`config.mk`:
```
export PLATFORM = sky130hd
export DESIGN_NAME = ir_pd_frame_tx
export DESIGN_NICKNAME = d
export VERILOG_FILES = /design/src/rtl/ir_tx_pkg.sv /design/src/rtl/ir_tx_prescale.sv /design/src/rtl/ir_tx_seq.sv /design/src/rtl/ir_pd_frame_tx.sv
export SDC_FILE = /design/constraint.sdc
export NUM_CORES = 1
export LEC_CHECK = 0
export CAP_MARGIN = 20
export CORE_ASPECT_RATIO = 0.6
export CORE_UTILIZATION = 38
export CTS_CLUSTER_DIAMETER = 30
export DETAILED_ROUTE_END_ITERATION = 7
export GPL_TIMING_DRIVEN = 0
export PLACE_DENSITY_LB_ADDON = 0.12
export SYNTH_ARGS = -nofsm -noshare
export SYNTH_HDL_FRONTEND = slang
export SYNTH_SLANG_ARGS = --single-unit
```
`constraint.sdc`:
```
create_clock -name clk -period 6.09 [get_ports clk]
set_input_delay 1.827 -clock clk [delete_from_list [all_inputs] [get_ports clk]]
set_output_delay 1.827 -clock clk [all_outputs]
set_load 0.005 [all_outputs]
```
`src/rtl/ir_tx_pkg.sv`:
```
package ir_tx_pkg;
   localparam int unsigned FRAME_PHASES = 32;
   localparam int unsigned PAYLOAD_W    = 28;
   localparam int unsigned PH_LISTEN    = 32;
   localparam int unsigned PH_HDR_LONG  = 31;
   localparam int unsigned PH_HDR_SHORT = 30;
   localparam int unsigned PH_CLOSE     = 1;
   localparam int unsigned PHASE_W      = 6;

   function automatic int unsigned max2(input int unsigned a, input int unsigned b);
      return (a > b) ? a : b;
   endfunction
endpackage

```
`src/rtl/ir_tx_prescale.sv`:
```
module ir_tx_prescale #(
   parameter int unsigned HALF_CLKS = 100
) (
   input  logic clk,
   input  logic rst_n,
   input  logic clr_i,
   input  logic tick_en_i,
   output logic hp_tick_o
);
   localparam int unsigned PRE_W = (HALF_CLKS > 1) ? $clog2(HALF_CLKS) : 1;
   localparam logic [PRE_W-1:0] PRE_TOP = PRE_W'(HALF_CLKS - 1);

   logic [PRE_W-1:0] pre_q;

   always_ff @(posedge clk or negedge rst_n) begin
      if (!rst_n)              pre_q <= '0;
      else if (clr_i)          pre_q <= '0;
      else if (tick_en_i)      pre_q <= (pre_q == PRE_TOP) ? '0 : pre_q + 1'b1;
   end

   assign hp_tick_o = tick_en_i && (pre_q == PRE_TOP);

   p_pre_frozen_r8: assert property (@(posedge clk) disable iff (!rst_n)
      (!tick_en_i && !clr_i) |=> $stable(pre_q));
endmodule

```
`src/rtl/ir_tx_seq.sv`:
```
module ir_tx_seq
   import ir_tx_pkg::*;
#(
   parameter int unsigned LISTEN_HP    = 80,
   parameter int unsigned HL_MARK_HP   = 160,
   parameter int unsigned HL_SPACE_HP  = 160,
   parameter int unsigned HS_MARK_HP   = 80,
   parameter int unsigned HS_SPACE_HP  = 80,
   parameter int unsigned BIT_MARK_HP  = 20,
   parameter int unsigned ZERO_SPC_HP  = 20,
   parameter int unsigned ONE_SPC_HP   = 40,
   parameter int unsigned GUARD_HP     = 60,
   parameter int unsigned SEG_W        = 8
) (
   input  logic                 clk,
   input  logic                 rst_n,
   input  logic                 start_i,
   input  logic [PAYLOAD_W-1:0] payload_i,
   input  logic                 rx_busy_i,
   input  logic                 hp_tick_i,
   output logic                 launch_o,
   output logic                 busy_o,
   output logic                 listen_o,
   output logic                 in_mark_o,
   output logic [SEG_W-1:0]     seg_o,
   output logic                 done_o,
   output logic                 defer_o
);
   logic                 busy_q, mark_q, done_q, defer_q;
   logic [PHASE_W-1:0]   phase_q, phase_nx;
   logic [SEG_W-1:0]     seg_q, space_len, mark_len;
   logic [PAYLOAD_W-1:0] sh_q;
   logic                 listening, data_phase;

   assign listening  = busy_q && (phase_q == PHASE_W'(PH_LISTEN));
   assign data_phase = (phase_q < PHASE_W'(PH_HDR_SHORT)) && (phase_q > PHASE_W'(PH_CLOSE));
   assign phase_nx   = phase_q - 1'b1;
   assign launch_o   = !busy_q && start_i;

   always_comb begin
      if (phase_q == PHASE_W'(PH_HDR_LONG))       space_len = SEG_W'(HL_SPACE_HP);
      else if (phase_q == PHASE_W'(PH_HDR_SHORT)) space_len = SEG_W'(HS_SPACE_HP);
      else if (phase_q == PHASE_W'(PH_CLOSE))     space_len = SEG_W'(GUARD_HP);
      else if (sh_q[PAYLOAD_W-1])                 space_len = SEG_W'(ONE_SPC_HP);
      else                                        space_len = SEG_W'(ZERO_SPC_HP);
   end

   always_comb begin
      if (phase_nx == PHASE_W'(PH_HDR_LONG))       mark_len = SEG_W'(HL_MARK_HP);
      else if (phase_nx == PHASE_W'(PH_HDR_SHORT)) mark_len = SEG_W'(HS_MARK_HP);
      else                                         mark_len = SEG_W'(BIT_MARK_HP);
   end

   always_ff @(posedge clk or negedge rst_n) begin
      if (!rst_n) begin
         busy_q  <= 1'b0;
         mark_q  <= 1'b0;
         done_q  <= 1'b0;
         defer_q <= 1'b0;
         phase_q <= '0;
         seg_q   <= '0;
         sh_q    <= '0;
      end else begin
         done_q  <= 1'b0;
         defer_q <= 1'b0;
         if (!busy_q) begin
            if (start_i) begin
               busy_q  <= 1'b1;
               phase_q <= PHASE_W'(FRAME_PHASES);
               mark_q  <= 1'b0;
               seg_q   <= SEG_W'(LISTEN_HP);
               sh_q    <= payload_i;
            end
         end else if (listening && rx_busy_i) begin
            busy_q  <= 1'b0;
            defer_q <= 1'b1;
         end else if (hp_tick_i) begin
            if (seg_q != SEG_W'(1)) begin
               seg_q <= seg_q - 1'b1;
            end else if (mark_q) begin
               mark_q <= 1'b0;
               seg_q  <= space_len;
               if (data_phase) sh_q <= {sh_q[PAYLOAD_W-2:0], 1'b0};
            end else if (phase_q == PHASE_W'(PH_CLOSE)) begin
               busy_q <= 1'b0;
               done_q <= 1'b1;
            end else begin
               phase_q <= phase_nx;
               mark_q  <= 1'b1;
               seg_q   <= mark_len;
            end
         end
      end
   end

   assign busy_o    = busy_q;
   assign listen_o  = listening;
   assign in_mark_o = mark_q;
   assign seg_o     = seg_q;
   assign done_o    = done_q;
   assign defer_o   = defer_q;

   p_phase_range_r10: assert property (@(posedge clk) disable iff (!rst_n)
      busy_q |-> (phase_q >= PHASE_W'(PH_CLOSE)) && (phase_q <= PHASE_W'(PH_LISTEN)));
   p_phase_down_r10: assert property (@(posedge clk) disable iff (!rst_n)
      (busy_q && $past(busy_q)) |-> (phase_q <= $past(phase_q)));
   p_listen_no_mark_r3: assert property (@(posedge clk) disable iff (!rst_n)
      listening |-> !mark_q);
   p_seg_nonzero_r8: assert property (@(posedge clk) disable iff (!rst_n)
      busy_q |-> (seg_q != '0));
endmodule

```
`src/rtl/ir_pd_frame_tx.sv`:
```
module ir_pd_frame_tx
   import ir_tx_pkg::*;
#(
   parameter int unsigned HALF_CLKS    = 100,
   parameter int unsigned LISTEN_HP    = 80,
   parameter int unsigned HL_MARK_HP   = 160,
   parameter int unsigned HL_SPACE_HP  = 160,
   parameter int unsigned HS_MARK_HP   = 80,
   parameter int unsigned HS_SPACE_HP  = 80,
   parameter int unsigned BIT_MARK_HP  = 20,
   parameter int unsigned ZERO_SPC_HP  = 20,
   parameter int unsigned ONE_SPC_HP   = 40,
   parameter int unsigned GUARD_HP     = 60
) (
   input  logic        clk,
   input  logic        rst_n,
   input  logic        tick_en_i,
   input  logic        start_i,
   input  logic [27:0] payload_i,
   input  logic        rx_busy_i,
   output logic        led_o,
   output logic        rx_en_o,
   output logic        busy_o,
   output logic        done_o,
   output logic        defer_o
);
   localparam int unsigned MAX_HP = max2(max2(max2(LISTEN_HP, HL_MARK_HP), max2(HL_SPACE_HP, HS_MARK_HP)),
                                         max2(max2(HS_SPACE_HP, ONE_SPC_HP), max2(GUARD_HP, ZERO_SPC_HP)));
   localparam int unsigned SEG_W  = $clog2(MAX_HP + 1);

   if (HALF_CLKS < 1) begin : g_bad_half
      $error("HALF_CLKS must be at least 1");
   end
   if ((HL_MARK_HP % 2) || (HS_MARK_HP % 2) || (BIT_MARK_HP % 2) || (BIT_MARK_HP == 0)) begin : g_bad_mark
      $error("mark lengths must be even and non-zero");
   end
   if ((LISTEN_HP == 0) || (GUARD_HP == 0) || (ZERO_SPC_HP == 0) || (ONE_SPC_HP <= ZERO_SPC_HP)) begin : g_bad_space
      $error("space lengths must be non-zero and a one longer than a zero");
   end

   logic             hp_tick, launch, busy, listen, in_mark;
   logic [SEG_W-1:0] seg;

   ir_tx_prescale #(.HALF_CLKS(HALF_CLKS)) u_pre (
      .clk(clk), .rst_n(rst_n), .clr_i(launch), .tick_en_i(tick_en_i), .hp_tick_o(hp_tick));

   ir_tx_seq #(
      .LISTEN_HP(LISTEN_HP), .HL_MARK_HP(HL_MARK_HP), .HL_SPACE_HP(HL_SPACE_HP),
      .HS_MARK_HP(HS_MARK_HP), .HS_SPACE_HP(HS_SPACE_HP), .BIT_MARK_HP(BIT_MARK_HP),
      .ZERO_SPC_HP(ZERO_SPC_HP), .ONE_SPC_HP(ONE_SPC_HP), .GUARD_HP(GUARD_HP), .SEG_W(SEG_W)
   ) u_seq (
      .clk(clk), .rst_n(rst_n), .start_i(start_i), .payload_i(payload_i),
      .rx_busy_i(rx_busy_i), .hp_tick_i(hp_tick), .launch_o(launch), .busy_o(busy),
      .listen_o(listen), .in_mark_o(in_mark), .seg_o(seg), .done_o(done_o), .defer_o(defer_o));

   assign led_o   = in_mark && !seg[0];
   assign rx_en_o = !(busy && !listen);
   assign busy_o  = busy;

   p_led_toggle_r2: assert property (@(posedge clk) disable iff (!rst_n)
      (in_mark && hp_tick && (seg != SEG_W'(1))) |=> (led_o != $past(led_o)));
   p_rx_off_only_busy_r7: assert property (@(posedge clk) disable iff (!rst_n)
      !rx_en_o |-> busy_o);
   p_done_at_rx_rise_r7: assert property (@(posedge clk) disable iff (!rst_n)
      done_o |-> (rx_en_o && !busy_o && $past(!rx_en_o)));
   p_defer_from_listen_r3: assert property (@(posedge clk) disable iff (!rst_n)
      defer_o |-> (rx_en_o && !busy_o && $past(listen)));
   p_frozen_led_r8: assert property (@(posedge clk) disable iff (!rst_n)
      (busy && !listen && !tick_en_i) |=> $stable(led_o));
endmodule

```
==> summary.md <==
| Metric | Value |
|---|---|
| Syn Std Cell Area | around 3200 µm² |
| Final Net Count | 372 |
| Number of remaining DRC errors | 0 |
| Total core area | 7980 µm² |
| Synthesis-stage register bit count | 53 |
| WL final | 7.18 mm |
| Max FO, Critical Path | 10 |
| Max-slew violation count | 0 |
| Hpwl dp | approximately 5.4 mm |
| Via density | 5.44 |
| Psw | 282 µW |
| Antenna diodes | 0 |
| LEAKAGE | 0.00157 µW |
| Arr. time, crit path | 2.46 ns |
| Io pins | 38 |
| Die Y | about 73 µm |
| Syn nets | 328 |
| Status | complete, no violations |
| Crit path launch type | flop |
| Worst Path Required | 4.26 ns |
| Register area share after synthesis | 0.419 |
| H-tree Lvls | 2 |
| Switching part of the total | 0.266 |
| Initial DRT Pass Iterations | 4 |
| Layout cells sized above 1 | 0.248 |
| Largest cells by area after synthesis | dfrtp_1 42%, mux2_2 19%, ha_1 3.2% |
| Design internal power | ~780 µW |
| Via count | 2,388 |
| Max clock buf depth | 2 |
| Setup Crit Path Kind | flop to primary output |
| Setup_tns | 0 ns |
| Number of global-route vias before repair | about 2,300 |
| First-pass GRT wire length | roughly 12 mm |
| Resized Gates After CTS | 0 |
| Max_slew headroom | 0.362 |
| Largest net degree at the start of global routing | 31 |
| Die outline width | 120 µm |
| Layout area overhead | 20.8% |
| Combinational share of power | 0.248 |
| Synth unique cells | 59 |
| VDD IR max | about 0.15 mV |
| Final worst path period need | 4.29 ns |
| Synth top area share | 0.419 |
| Initial antenna violation count | 0 |
| Clock Skew | 0.00447 ns |
| Wire per inst | 16.3 µm |
| Synthesized area per cell | 11.0 µm² |
| Worst-Skew Late Latency | 0.29 ns |
| Sequential power share | 0.478 |
| Most common flop cell mapped by yosys | dfrtp_1 |
| Number of synthesized flops with an enable pin | 0 |
| Synth area leader | dfrtp_1 |
| Min-delay worst type | flop to flop |
| FP Rows | 25 |
| CTS Sinks | 53 |
| Maxcap violations | 0 |
| Remaining Overflow, GRT | 0 |
| Root Driver | clkbuf_16 |
| Clock share of power | 0.274 |
| Fin util | 0.479 |
| Clock-pin slew on the worst setup and hold paths | around 0.07 ns |
| Final setup violation count | 0 |
| Async set or reset register ratio after synthesis | 1.00 |
| RD Place Congestion | 0.845 |
| Fmax | 0.233 GHz |
| Yosys Warn Count | 0 |
| Post-CTS Setup Repair Bufs | 0 |
| Final ANT Viol Nets | 0 |
| Initial drt markers | around 170 |
| # port buffers | 36 |
| Power per standard cell area | between 200 and 300 nW/µm² |
| RSZ-0062 raised after global routing | false |
| CTS buffer count | 5 |
| Commonest non-fill, non-tap cells in the layout | 53 x mux2_2, 53 x dfrtp_1, 35 x clkdlybuf4s50_1, 16 x nor2_1, 14 x nand2_1 |
| Hold buffer count at CTS | 0 |
| Starting Density | 0.397 |
| Post-Syn Instances | approximately 290 |
| CTS tree | yes |
| GRT Util Overall | 0.177 |
| Tcrit/Tclk final | 0.704 |
| Worst Tran Pin Value | about 0.95 ns |
| Setup crit end kind | primary output |
| Die area | 8710 µm² |
| Final Hold Viols | 0 |
-- power groups by stage --
stage	sequential, µW	clock (µW)	combinational (µW)
floorplan	495	0	198
global placement	510	0	255
detailed placement	515	0	265
CTS	508	298	267
global route	523	314	289
finish	507	291	263
-- stage by stage --
stage	instances	power, µW	worst slack (ns)	hold slack [ns]	area, µm²
2_1_floorplan	287	693	2.74	0.475	3160
3_3_place_gp	431	765	1.47	0.484	3660
3_5_place_dp	432	780	2.14	0.493	3670
4_1_cts	439	1070	1.82	0.510	3820
5_1_grt	439	1130	1.60	0.526	3820
6_report	439	1060	1.80	0.505	3820
-- layer usage --
| layer | routed length, µm | part of all wire | global-route usage | vias to the layer above |
|---|---|---|---|---|
| li1 | - | - | - | 1164 |
| met1 | 3940 | 0.55 | 0.284 | 1157 |
| met2 | 2760 | 0.39 | 0.232 | 63 |
| met3 | 447 | 0.062 | 0.0461 | 4 |
| met4 | 26 | 0.0036 | 0.0292 | 0 |
| met5 | 0 | 0 | 0 | - |
-- synthesized netlist by cell type (5+ instances only) --
library cell,instances
dfrtp_1,53
mux2_2,53
nor2_1,16
nand2_1,14
o21ai_0,12
a21oi_1,10
inv_1,10
ha_1,8
a31oi_1,7
nor3_1,7
buf_6,5
clkbuf_1,5
nand4_1,5
-- worst max-delay path, stage by stage, from the launching register on --
cell and delay [ns]:
dfrtp_1 0.44, inv_1 0.14, ha_1 0.15, bufbuf_16 0.26, nor2b_1 0.20, nand2b_1 0.12
o21ai_0 0.28, clkdlybuf4s50_1 0.56
-- logic make-up after synthesis --
| logic type | after synthesis | share of synthesized area |
|---|---|---|
| flip-flops | 53 | 0.419 |
| XOR/XNOR | 3 | 0.00831 |
| adder cells (fa/ha/maj) | 8 | 0.0316 |
| AO/OA/AOI/OAI | 63 | 0.139 |
| AND/OR/NAND/NOR | 79 | 0.146 |
| multiplexers | 57 | 0.201 |
| buffers and inverters | 24 | 0.0550 |
-- cell type report --
class                      count  area (µm²)
buffer                        14         136
timing repair buffer          37         375
clock buffer                   6         139
inverter                      10        37.5
tap                          108         135
fill                         749        4160
clock inverter                 1        7.51
multi-input combinational    210        1660
sequential                    53        1330
-- worst paths after layout --
path,startpoint,endpoint,slack [ns],depth (start not counted)
worst max-delay path,u_seq.phase_q[0],rx_en_o,1.80,7
worst min-delay path,u_seq.sh_q[1],u_seq.sh_q[1],0.50,1
worst max register to register,u_seq.seg_o[4],u_seq.seg_o[6],3.22,5
worst min register to register,u_seq.sh_q[1],u_seq.sh_q[1],0.50,1
max in group asynchronous,rst_n,u_seq.sh_q[16],4.01,2
min in group asynchronous,rst_n,u_seq.sh_q[6],1.52,1
-- sequential cells by signal, indices dropped and copies added, names as in the netlist --
name	cells
u_pre.pre_q	7
u_seq.busy_o	1
u_seq.defer_o	1
u_seq.done_o	1
u_seq.in_mark_o	1
u_seq.phase_q	6
u_seq.seg_o	8
u_seq.sh_q	28
Note: power is estimated with default switching activity, not from simulation.
